--- config.mk ---
export PLATFORM = sky130hd
export DESIGN_NAME = segadd_pipe
export DESIGN_NICKNAME = d
export VERILOG_FILES = /design/src/rtl/segadd_pkg.sv /design/src/rtl/segadd_ctrl.sv /design/src/rtl/segadd_datapath.sv /design/src/rtl/segadd_pipe.sv
export SDC_FILE = /design/constraint.sdc
export NUM_CORES = 1
export LEC_CHECK = 0
export ABC_AREA = 1
export BUFFER_PORTS_ARGS = -buffer_cell sky130_fd_sc_hd__buf_2
export CAP_MARGIN = 30
export CORE_AREA = 2 2 91 93
export DETAILED_ROUTE_END_ITERATION = 8
export DIE_AREA = 0 0 93 95
export HOLD_SLACK_MARGIN = 0.02
export PLACE_DENSITY_LB_ADDON = 0.08
export SYNTH_ARGS = -nofsm -noshare
export SYNTH_HDL_FRONTEND = slang
export SYNTH_HIERARCHICAL = 1
export SYNTH_SLANG_ARGS = --single-unit
--- constraint.sdc ---
create_clock -name clk -period 2.7 [get_ports clk]
set_input_delay 0.27 -clock clk [delete_from_list [all_inputs] [get_ports clk]]
set_output_delay 0.27 -clock clk [all_outputs]
set_load 0.005 [all_outputs]
--- src/rtl/segadd_pkg.sv ---
package segadd_pkg;

  // Per-cycle control handed from the control unit to the datapath.
  typedef struct packed {
    logic invB;    // invert operand B before slicing (subtract)
    logic carry0;  // carry injected into the lowest slice
  } segStrobe_t;

  function automatic int maxOf(input int x, input int y);
    return (x > y) ? x : y;
  endfunction

  function automatic int ceilDiv(input int n, input int d);
    return (n + d - 1) / d;
  endfunction

endpackage

--- src/rtl/segadd_ctrl.sv ---
module segadd_ctrl
  import segadd_pkg::*;
#(
  parameter int LAT     = 3,
  parameter bit USE_CIN = 1'b1
) (
  input  logic       clk,
  input  logic       rstN,
  input  logic       inValid,
  input  logic       subtract,
  input  logic       carryIn,
  output segStrobe_t strobe,
  output logic       outValid
);

  logic [LAT-1:0] vldQ;

  // Mode decode: subtract inverts B; the carry pin replaces the constant 1.
  always_comb begin
    strobe.invB   = subtract;
    strobe.carry0 = (USE_CIN != 1'b0) ? carryIn : subtract;
  end

  generate
    if (LAT == 1) begin : g_one
      always_ff @(posedge clk or negedge rstN) begin
        if (!rstN) vldQ <= '0;
        else       vldQ <= inValid;
      end
    end else begin : g_many
      always_ff @(posedge clk or negedge rstN) begin
        if (!rstN) vldQ <= '0;
        else       vldQ <= {vldQ[LAT-2:0], inValid};
      end
    end
  endgenerate

  assign outValid = vldQ[LAT-1];

  // Checker bookkeeping: edges since reset and pairs in flight.
  logic [15:0] sinceRst;
  logic [15:0] pending;

  always_ff @(posedge clk or negedge rstN) begin
    if (!rstN) begin
      sinceRst <= '0;
      pending  <= '0;
    end else begin
      if (sinceRst != 16'hFFFF) sinceRst <= sinceRst + 16'd1;
      pending <= pending + {15'd0, inValid} - {15'd0, outValid};
    end
  end


  early_valid_chk: assert property (@(posedge clk) disable iff (!rstN)
    (sinceRst < 16'(LAT)) |-> !outValid);


  inflight_bound_chk: assert property (@(posedge clk) disable iff (!rstN)
    pending <= 16'(LAT));


  orphan_valid_chk: assert property (@(posedge clk) disable iff (!rstN)
    outValid |-> (pending != 16'd0));

endmodule

--- src/rtl/segadd_datapath.sv ---
module segadd_datapath
  import segadd_pkg::*;
#(
  parameter int WIDTH_A = 26,
  parameter int WIDTH_B = 9,
  parameter int SEG_W   = 12
) (
  input  logic                                  clk,
  input  logic                                  rstN,
  input  segStrobe_t                            strobe,
  input  logic [WIDTH_A-1:0]                    opA,
  input  logic [WIDTH_B-1:0]                    opB,
  output logic [maxOf(WIDTH_A, WIDTH_B):0]      result
);

  localparam int WMAX = maxOf(WIDTH_A, WIDTH_B);
  localparam int EXTW = WMAX + 1;
  localparam int NSEG = ceilDiv(WMAX, SEG_W);

  logic [EXTW-1:0] aExt;
  logic [EXTW-1:0] bExt;
  logic [EXTW-1:0] bOp;

  assign aExt = {{(EXTW - WIDTH_A){opA[WIDTH_A-1]}}, opA};
  assign bExt = {{(EXTW - WIDTH_B){opB[WIDTH_B-1]}}, opB};
  assign bOp  = strobe.invB ? ~bExt : bExt;

  generate
    for (genvar k = 0; k < NSEG; k++) begin : seg
      localparam int LO   = k * SEG_W;
      localparam int SW   = (k == NSEG - 1) ? (EXTW - LO) : SEG_W;
      localparam int TAIL = NSEG - 1 - k;

      logic [SW-1:0] aDly [0:k];
      logic [SW-1:0] bDly [0:k];
      logic          cin;
      logic [SW-1:0] sumQ;
      logic [SW-1:0] outDly [0:TAIL];

      // Input skew: slice k waits k cycles for its carry.
      assign aDly[0] = aExt[LO +: SW];
      assign bDly[0] = bOp[LO +: SW];

      for (genvar i = 1; i <= k; i++) begin : skew
        always_ff @(posedge clk or negedge rstN) begin
          if (!rstN) begin
            aDly[i] <= '0;
            bDly[i] <= '0;
          end else begin
            aDly[i] <= aDly[i-1];
            bDly[i] <= bDly[i-1];
          end
        end
      end

      if (k == 0) begin : cFirst
        assign cin = strobe.carry0;
      end else begin : cChain
        assign cin = seg[k-1].mid.carryQ;
      end

      if (k < NSEG - 1) begin : mid
        logic [SW:0] wide;
        logic        carryQ;

        assign wide = {1'b0, aDly[k]} + {1'b0, bDly[k]} + {{SW{1'b0}}, cin};

        always_ff @(posedge clk or negedge rstN) begin
          if (!rstN) begin
            sumQ   <= '0;
            carryQ <= 1'b0;
          end else begin
            sumQ   <= wide[SW-1:0];
            carryQ <= wide[SW];
          end
        end

        if (k == 0) begin : wrapChk

          seg_wrap_chk: assert property (@(posedge clk) disable iff (!rstN)
            (cin && ((aDly[0] ^ bDly[0]) == {SW{1'b1}})) |=> ((sumQ == '0) && carryQ));
        end
      end else begin : last
        logic [SW-1:0] narrow;

        assign narrow = aDly[k] + bDly[k] + {{(SW-1){1'b0}}, cin};

        always_ff @(posedge clk or negedge rstN) begin
          if (!rstN) sumQ <= '0;
          else       sumQ <= narrow;
        end
      end

      if (k == 0) begin : zeroChk

        zero_seg_chk: assert property (@(posedge clk) disable iff (!rstN)
          ((aDly[0] == '0) && (bDly[0] == '0) && !cin) |=> (sumQ == '0));
      end

      // Output deskew: finished slices wait for the top slice.
      assign outDly[0] = sumQ;

      for (genvar i = 1; i <= TAIL; i++) begin : deskew
        always_ff @(posedge clk or negedge rstN) begin
          if (!rstN) outDly[i] <= '0;
          else       outDly[i] <= outDly[i-1];
        end
      end

      assign result[LO +: SW] = outDly[TAIL];
    end
  endgenerate

endmodule

--- src/rtl/segadd_pipe.sv ---
module segadd_pipe
  import segadd_pkg::*;
#(
  parameter int WIDTH_A = 26,
  parameter int WIDTH_B = 9,
  parameter int SEG_W   = 12,
  parameter bit USE_CIN = 1'b1
) (
  input  logic                               clk,
  input  logic                               rstN,
  input  logic                               inValid,
  input  logic                               subtract,
  input  logic                               carryIn,
  input  logic [WIDTH_A-1:0]                 opA,
  input  logic [WIDTH_B-1:0]                 opB,
  output logic                               outValid,
  output logic [maxOf(WIDTH_A, WIDTH_B):0]   result
);

  localparam int WMAX = maxOf(WIDTH_A, WIDTH_B);
  localparam int LAT  = ceilDiv(WMAX, SEG_W);

  segStrobe_t strobe;

  segadd_ctrl #(
    .LAT     (LAT),
    .USE_CIN (USE_CIN)
  ) uCtrl (
    .clk      (clk),
    .rstN     (rstN),
    .inValid  (inValid),
    .subtract (subtract),
    .carryIn  (carryIn),
    .strobe   (strobe),
    .outValid (outValid)
  );

  segadd_datapath #(
    .WIDTH_A (WIDTH_A),
    .WIDTH_B (WIDTH_B),
    .SEG_W   (SEG_W)
  ) uData (
    .clk    (clk),
    .rstN   (rstN),
    .strobe (strobe),
    .opA    (opA),
    .opB    (opB),
    .result (result)
  );

endmodule

==> results of run 1 <==
timing repair:
action / in CTS / in global routing
setup buffers: 0 / 0
endpoints found under the hold margin: 50 / 1
gates resized for setup: 0 / 0
hold buffers: 12 / 1
registers in the layout, summed over array words and instances (netlist names):
| name | cells |
|---|---|
| uData/result | 24 |
| uData/seg.sumQ | 24 |
| uData/seg.aDly | 16 |
| uData/seg.outDly | 15 |
| uCtrl/vldQ | 3 |
| uData/seg.mid.carryQ | 2 |
| uData/seg.bDly | 2 |
power groups by stage:
stage | clock network [uW] | logic (uW) | registers, uW
floorplan | 0 | 465 | 1680
global placement | 0 | 664 | 1690
detailed placement | 0 | 672 | 1700
CTS | 923 | 689 | 1670
global route | 976 | 796 | 1700
finish | 887 | 680 | 1670
per-stage QoR:
step | utilization, % | hold slack, ns | area (sq um) | setup WS (ns)
after global placement | 52.68 | 0.2844 | 4177 | 0.6101
after global routing | 56.83 | 0.02479 | 4506 | 0.3786
after CTS | 56.71 | 0.02021 | 4496 | 0.5337
after floorplan | - | -0.02559 | 3797 | 0.6471
final | 56.83 | 0.04593 | 4506 | 0.5427
after detailed placement | 52.68 | 0.2865 | 4177 | 0.5553
layer usage:
| metal | part of all wire (%) | GRT usage (%) | wire length (um) | up-vias |
|---|---|---|---|---|
| met5 | 0 | 0 | 0 | - |
| met4 | 1.8 | 6.985 | 115 | 0 |
| met3 | 5.8 | 3.751 | 363 | 9 |
| met2 | 40 | 22.77 | 2492 | 71 |
| met1 | 53 | 25.64 | 3318 | 1155 |
| li1 | - | - | - | 1299 |
final timing paths:
kind | from | endpoint | cells past startpoint
worst max register to register | uData/seg[1].bDly[10] | uData/seg[1].mid.carryQ | 8
max in group asynchronous | rstN | uData/result[18] | 3
min in group asynchronous | rstN | uData/result[1] | 2
worst max-delay path | uData/seg[1].bDly[10] | uData/seg[1].mid.carryQ | 8
worst min-delay path | opA[25] | uData/seg[2].aDly[4] | 1
worst min register to register | uData/seg[1].sumQ[10] | uData/result[22] | 0
worst reg2reg max path: cells and delay by family (launching register included):
kind                       cells  cell delay (ns)
adders and majority gates      2             0.98
and+or+nand+nor                6             0.49
DFF                            1             0.59
synthesized netlist by cell type:
library cell,n
a21oi_1,10
buf_2,1
buf_4,14
dfrtp_1,86
fa_1,7
ha_1,22
inv_1,58
inv_2,1
nand2_1,105
nand2_2,3
nand3_1,20
nand3_2,4
nand4_1,8
nor2_1,16
nor3_1,2
xnor2_1,3
xor2_1,17
cells in the final DEF, fill, tap and decap left out, types with 10 or more instances in the layout:
cell type,netlist,layout
nor2_1,16,16
dfrtp_1,86,86
xor2_1,17,17
nand2_1,105,105
a21oi_1,10,10
inv_1,58,58
dlygate4sd3_1,0,13
nand3_1,20,20
buf_2,1,66
ha_1,22,22
final cells by class:
cell class	instances	area [sq um]
fill	716	3422
sequential	86	2152
multi-input combinational	217	1314
timing repair buffer	81	488.0
inverter	59	221.5
tap	105	131.4
clock buffer	10	127.6
clock inverter	6	71.32
kinds of logic after synthesis:
logic type / synth area share, %
AOI/OAI and AO/OA: 1.318
xor gates and xnor gates: 4.613
adders and majority gates: 10.94
buffers and inverters: 8.731
DFF: 56.67
and+or+nand+nor: 17.73
==> impl_metrics.csv, run 1 <==
group,metric,value,unit
run_status,status,"complete, no violations",
final_layout,drive_gt1_share,19.83,%
grt,grt_max_degree,48,
final_layout,layout.nets,523,
placed_design,io_buffers,67,
floorplan,dieArea,8835,sq um
setup_path,cp-start-kind,"flip-flop",
timing,setup_violations,0,
floorplan,row_count,33,
final_layout,area_delta_synth_final,18.65,%
floorplan,die_w,93,um
power,switching_share,28.68,%
routing,antenna_left,0,
grt,first_global_vias,2455,
setup_path,crit_family,"adder cells",
yosys,ys_seq_elements,86,
setup_path,cp-end-kind,"flip-flop",
floorplan,initial_core_util,47.90,%
setup_path,required,2.93,ns
routing,wl,6290,um
setup_path,path_cells,"fa_1, fa_1, nand3_1, nand3_2, nand4_1, nand2_1, nand2_1, nand2_1",
routing,wire_per_inst,11.15,um
power,ir_drop,0.3073,mV
power,power_density,717.5,nW/um^2
yosys,synth_area,3797,sq um
power,leakagePower,0.002458,uW
yosys,syn_nets,446,
yosys,ys_seq_area_share,56.67,%
clock_tree,clk_path_buf_depth,2,
yosys,syn_area_per_cell,10.07,sq um
yosys,synth_top_area_share,56.67,%
routing,drtIter0Drc,104,
timing,finClkSkew,0.008892,ns
setup_path,criticalPathCategory,"flip-flop to flip-flop",
final_layout,diodes,0,
setup_path,rrSetupSlack,0.54,ns
routing,first_pass_iters,4,
hold_path,worstHoldPathType,"primary input to flip-flop",
clock_tree,path_clk_slew,0.09,ns
yosys,synthesis.instances,377,
floorplan,die_y,95,um
final_layout,stdcell_count,564,
timing,rsz0062_at_grt,"false",
clock_tree,cts_sinks,86,
placed_design,dp_hpwl,4760,um
setup_path,critPathBufInv,0,
placed_design,gp_congestion,0.7957,
yosys,ys_top_cells_by_area,"dfrtp_1 57%, nand2_1 10%, ha_1 7.2%",
routing,viasPerCell,4.493,
yosys,synth_warnings,6,
setup_path,path_common_cell,"nand2_1",
timing,finalMaxSlewViolations,0,
power,p_sw,927.2,uW
clock_tree,cts_max_level,3,
clock_tree,clockRootBuffer,"clkbuf_8",
power,finalPower,3233,uW
clock_tree,clock_latency,0.34,ns
routing,drc,0,
flow_run,maxCapViolations,0,
timing,fin_crit,2.157,ns
timing,period_share,79.90,%
timing,fmax,463.6,MHz
power,seqPwrFrac,51.5,%
timing,tns,0,ns
floorplan,io_pins,68,
floorplan,core,7928,sq um
clock_tree,cts_tree,"yes",
power,p_int,2306,uW
placed_design,placedCellCount,535,
timing,worst_slew_pin_slew,0.5206,ns
yosys,yosysUniqueCellTypes,17,
power,comb_power_share,21.0,%
clock_tree,numCtsBuffers,9,
timing,max_slew_margin,65.29,%
yosys,yosysTopAreaCell,"dfrtp_1",
power,power_frac_clock,27.4,%
grt,grt_pass1_wl,11210,um
grt,overflow,0,
setup_path,slowest_delay,0.59,ns
routing,vias,2534,
setup_path,worstPathArrival,2.39,ns
setup_path,critPathMaxFanout,14,
grt,grt_use_total,16.69,%
timing,hold_viol,0,
setup_path,slowest_stage,"dfrtp_1",
grt,antenna_found_initial,0,
Power figures use the tool's default switching activity.
==> run 2, diff against run 1 <==
==> constraint.sdc (replaced) <==
create_clock -name clk -period 1.9 [get_ports clk]
set_input_delay 0.19 -clock clk [delete_from_list [all_inputs] [get_ports clk]]
set_output_delay 0.19 -clock clk [all_outputs]
set_load 0.005 [all_outputs]
==> impl_metrics.csv, run 2 (synthesis results as in run 1) <==
group,metric,value,unit
floorplan,die_w,93,um
timing,fmax,565.2,MHz
clock_tree,cts_max_level,3,
placed_design,gp_congestion,0.8069,
routing,first_pass_iters,4,
setup_path,cp-end-kind,"flip-flop",
clock_tree,numCtsBuffers,9,
clock_tree,clockRootBuffer,"clkbuf_8",
routing,vias,2521,
final_layout,layout_commonest_cell,"nand2_1",
timing,rsz0062_at_grt,"true",
power,finalPower,4670,uW
clock_tree,cts_tree,"yes",
clock_tree,clock_latency,0.35,ns
routing,drtIter0Drc,110,
setup_path,cp-start-kind,"flip-flop",
timing,worst_slew_pin_slew,0.4076,ns
clock_tree,cts_sinks,86,
floorplan,dieArea,8835,sq um
flow_run,maxCapViolations,0,
setup_path,required,2.13,ns
routing,antenna_left,0,
floorplan,row_count,33,
run_status,status,"complete, no violations",
final_layout,layout.nets,533,
routing,wl,6415,um
floorplan,die_y,95,um
routing,wire_per_inst,11.20,um
floorplan,io_pins,68,
hold_path,hold_start,"opA[11]",
placed_design,dp_slack,0.06265,ns
timing,hold_viol,0,
timing,fin_ws,0.1306,ns
timing,finalMaxSlewViolations,0,
routing,drc,0,
grt,grt_use_total,16.45,%
timing,period_share,93.13,%
placed_design,dp_hpwl,4876,um
final_layout,fillers,728,
timing,setup_violations,0,
final_layout,area_delta_synth_final,21.29,%
setup_path,r2r-start,"uData/seg[1].bDly[10]",
grt,grt_max_degree,32,
routing,viasPerCell,4.400,
grt,grt_pass1_wl,11040,um
setup_path,critPathMaxFanout,3,
timing,finClkSkew,0.01352,ns
grt,antenna_found_initial,0,
hold_path,worstHoldPathType,"primary input to flip-flop",
placed_design,io_buffers,67,
power,power_density,1014,nW/um^2
floorplan,initial_core_util,47.90,%
timing,max_slew_margin,72.83,%
grt,first_global_vias,2395,
final_layout,drive_gt1_share,22.01,%
grt,overflow,0,
final_layout,layout_common_cells,"105 x nand2_1, 85 x dfrtp_1, 66 x buf_2",
power,leakagePower,0.002510,uW
power,ir_drop,0.6308,mV
floorplan,core,7928,sq um
setup_path,criticalPathCategory,"flip-flop to flip-flop",
setup_path,worstPathArrival,2.00,ns
clock_tree,clk_path_buf_depth,2,
final_layout,diodes,0,
clock_tree,path_clk_slew,0.09,ns
setup_path,crit_start,"uData/seg[1].bDly[10]",
timing,fin_crit,1.769,ns
run 2: through the flow:
| stage | hold slack, ns | setup TNS (ns) | instance area (sq um) | std cells | util (%) |
|---|---|---|---|---|---|
| after CTS | 0.1762 | 0 | 4597 | 573 | 57.99 |
| after global placement | 0.1465 | 0 | 4233 | 542 | 53.39 |
| after detailed placement | 0.1515 | 0 | 4233 | 542 | 53.39 |
| after global routing | 0.1878 | -0.004666 | 4606 | 573 | 58.10 |
| after floorplan | -0.1056 | 0 | 3804 | 377 | - |
| final | 0.1866 | 0 | 4606 | 573 | 58.10 |
run 2: cell type report:
class                      count  area, sq um  share of cell area, %
sequential                    86         2153                  46.75
inverter                      59        221.5                  4.808
tap                          105        131.4                  2.852
multi-input combinational    217         1325                  28.77
timing repair buffer          91        570.5                  12.39
clock inverter                 5        66.31                  1.440
clock buffer                  10        137.6                  2.988
run 2: what timing repair did:
action / 4_1_cts / 5_1_grt
hold buffers: 16 / 0
setup buffers: 0 / 0
endpoints found under the setup margin: 0 / 4
hold endpoints to repair: 44 / 0
gates resized for setup: 0 / 3
run 2: where the power goes:
part	switching, uW	total, uW	internal [uW]
Sequential	116	2360	2240
Clock	645	1300	655
Combinational	570	1010	440
Total	1330	4670	3340
run 2: path summary, 6_finish.rpt:
check                                           to  cells after the start  slack [ns]
min                        uData/seg[0].mid.carryQ                      4        0.19
max in group asynchronous     uData/seg[1].sumQ[7]                      3        0.90
min in group asynchronous          uData/result[0]                      2        0.30
max reg2reg                uData/seg[1].mid.carryQ                      8        0.13
min reg2reg                       uData/result[22]                      0        0.35
max                        uData/seg[1].mid.carryQ                      8        0.13
run 2: layer usage:
layer | routed length [um] | global-route usage, % | part of all wire (%)
met5 | 0 | 0 | 0
met1 | 3483 | 24.25 | 54
met3 | 306 | 4.789 | 4.8
met4 | 80 | 4.779 | 1.2
met2 | 2545 | 23.79 | 40
run 2: critical path: stages, from the launching register on:
cell	delay, ns
dfrtp_2	0.42
fa_2	0.42
fa_2	0.35
nand3_1	0.09
nand3_2	0.09
nand4_1	0.11
nand2_1	0.08
nand2_1	0.06
nand2_1	0.04
==> run 3, diff against run 2 <==
--- a/config.mk
+++ b/config.mk
@@ -6,11 +6,11 @@
 export NUM_CORES = 1
 export LEC_CHECK = 0
 export ABC_AREA = 1
-export BUFFER_PORTS_ARGS = -buffer_cell sky130_fd_sc_hd__buf_2
 export CAP_MARGIN = 30
 export CORE_AREA = 2 2 91 93
 export DETAILED_ROUTE_END_ITERATION = 8
 export DIE_AREA = 0 0 93 95
+export DONT_BUFFER_PORTS = 1
 export HOLD_SLACK_MARGIN = 0.02
 export PLACE_DENSITY_LB_ADDON = 0.08
 export SYNTH_ARGS = -nofsm -noshare
==> impl_metrics.csv, run 3 (synthesis results as in run 1) <==
group,metric,value,unit
floorplan,die_y,95,um
grt,grt_max_degree,87,
timing,hold_viol,86,
grt,first_global_vias,2385,
routing,drc,0,
timing,setup_violations,0,
setup_path,cp-end-kind,"flip-flop",
grt,overflow,0,
setup_path,required,2.14,ns
grt,grt_use_total,16.46,%
timing,hold-worst-slack,-0.4732,ns
clock_tree,clk_path_buf_depth,2,
timing,fin_crit,1.774,ns
final_layout,stdcell_area,4233,sq um
clock_tree,cts_tree,"yes",
floorplan,row_count,33,
clock_tree,clockRootBuffer,"clkbuf_8",
placed_design,placedCellCount,470,
final_layout,finish.utilization,53.39,%
routing,viasPerCell,4.553,
final_layout,stdcell_count,503,
floorplan,core,7928,sq um
routing,wire_per_inst,12.24,um
final_layout,layout_common_cells,"105 x nand2_1, 85 x dfrtp_1, 58 x inv_1",
setup_path,path_cells,"buf_4, ha_1, nand2_1, nand2_1, a21oi_1, nand3_1, nand2_1, nand2_1",
grt,antenna_found_initial,0,
run_status,status,"finished, violations left",
routing,drtIter0Drc,57,
power,leakagePower,0.002224,uW
placed_design,dp_hpwl,4554,um
timing,tns,0,ns
clock_tree,cts_hold_buffers,17,
timing,fmax,563.5,MHz
timing,period_share,93.39,%
final_layout,diodes,0,
flow_run,maxCapViolations,0,
clock_tree,numCtsBuffers,9,
timing,finalMaxSlewViolations,0,
final_layout,drive_gt1_share,8.040,%
floorplan,dieArea,8835,sq um
floorplan,die_w,93,um
routing,vias,2290,
timing,fin_ws,0.1255,ns
final_layout,regArea,2153,sq um
setup_path,criticalPathCategory,"flip-flop to flip-flop",
final_layout,area_delta_synth_final,11.47,%
setup_path,critPathMaxFanout,13,
setup_path,cp-start-kind,"flip-flop",
clock_tree,cts_max_level,3,
timing,max_slew_margin,81.70,%
run_status,violations,"negative hold slack",
routing,antenna_left,0,
final_layout,fillers,774,
floorplan,io_pins,68,
setup_path,slowest_stage,"dfrtp_2",
clock_tree,clock_latency,0.34,ns
timing,finClkSkew,0.008922,ns
placed_design,io_buffers,0,
hold_path,worstHoldPathType,"primary input to asynchronous set/reset pin",
power,power_density,1045,nW/um^2
placed_design,gp_congestion,0.7823,
routing,wl,6159,um
setup_path,path_common_cell,"nand2_1",
timing,rsz0062_at_grt,"false",
final_layout,multiInputGateArea,1329,sq um
setup_path,worstPathArrival,2.01,ns
setup_path,critPathBufInv,1,
power,ir_drop,0.8228,mV
final_layout,layout_commonest_cell,"nand2_1",
setup_path,slowest_delay,0.41,ns
grt,grt_pass1_wl,11030,um
clock_tree,path_clk_slew,0.09,ns
placed_design,place_area,3845,sq um
timing,worst_slew_pin_slew,0.2725,ns
clock_tree,cts_sinks,86,
placed_design,dp_slack,0.05546,ns
clock_tree,postCtsSetupRepairBufs,0,
floorplan,initial_core_util,47.90,%
setup_path,crit_family,"simple AND/OR/NAND/NOR gates",
routing,first_pass_iters,4,
final_layout,layout.nets,462,
run 3: repair_timing:
item	CTS	global route
hold endpoints to repair	102	86
resized for setup	0	3
endpoints found under the setup margin	0	7
run 3: worst reg2reg max path: cells and delay by family (launching register included):
| family | cells | cell delay [ns] |
|---|---|---|
| AO/OA/AOI/OAI | 1 | 0.25 |
| adder cells (fa/ha/maj) | 1 | 0.40 |
| flip-flops | 1 | 0.41 |
| AND/OR/NAND/NOR | 5 | 0.42 |
| buffers and inverters | 1 | 0.20 |
run 3: path summary, 6_finish.rpt:
check	end	from	slack, ns	cells past startpoint
max in group asynchronous	uData/seg[1].bDly[10]	rstN	2.25	0
min reg2reg	uData/seg[0].outDly[12]	uData/seg[0].sumQ[0]	0.35	0
max	uData/seg[1].sumQ[10]	uData/seg[1].bDly[10]	0.13	8
min in group clk	uData/seg[0].mid.carryQ	opA[11]	0.12	3
min	uData/seg[0].sumQ[4]	rstN	-0.47	0
max reg2reg	uData/seg[1].sumQ[10]	uData/seg[1].bDly[10]	0.13	8
run 3: metal layers:
layer  global-route usage (%)  part of all wire [%]  vias up
met5                        0                     0        -
met4                    4.779                   1.0        0
met3                    6.065                   5.9        5
met2                    22.28                    40       56
met1                    24.71                    53     1058
li1                         -                     -     1171
run 3: power breakdown:
group	switching [uW]	internal, uW
registers	158	2250
logic	443	295
clock network	653	625
total	1250	3170
run 3: cell type report:
type	instances	area share [%]
flip-flops and latches	86	50.87
multi-input cells	217	31.39
inverters	59	5.232
repair buffers	20	4.552
well taps	105	3.104
clock buffers	9	2.926
clock inverters	7	1.921
run 3: per-stage QoR:
step / hold WS, ns / total power (uW)
after floorplan: -0.1056 / 3051
after global placement: -0.1039 / 3150
after detailed placement: -0.1039 / 3164
after CTS: -0.4997 / 4510
after global routing: -0.5144 / 4758
final: -0.4732 / 4423
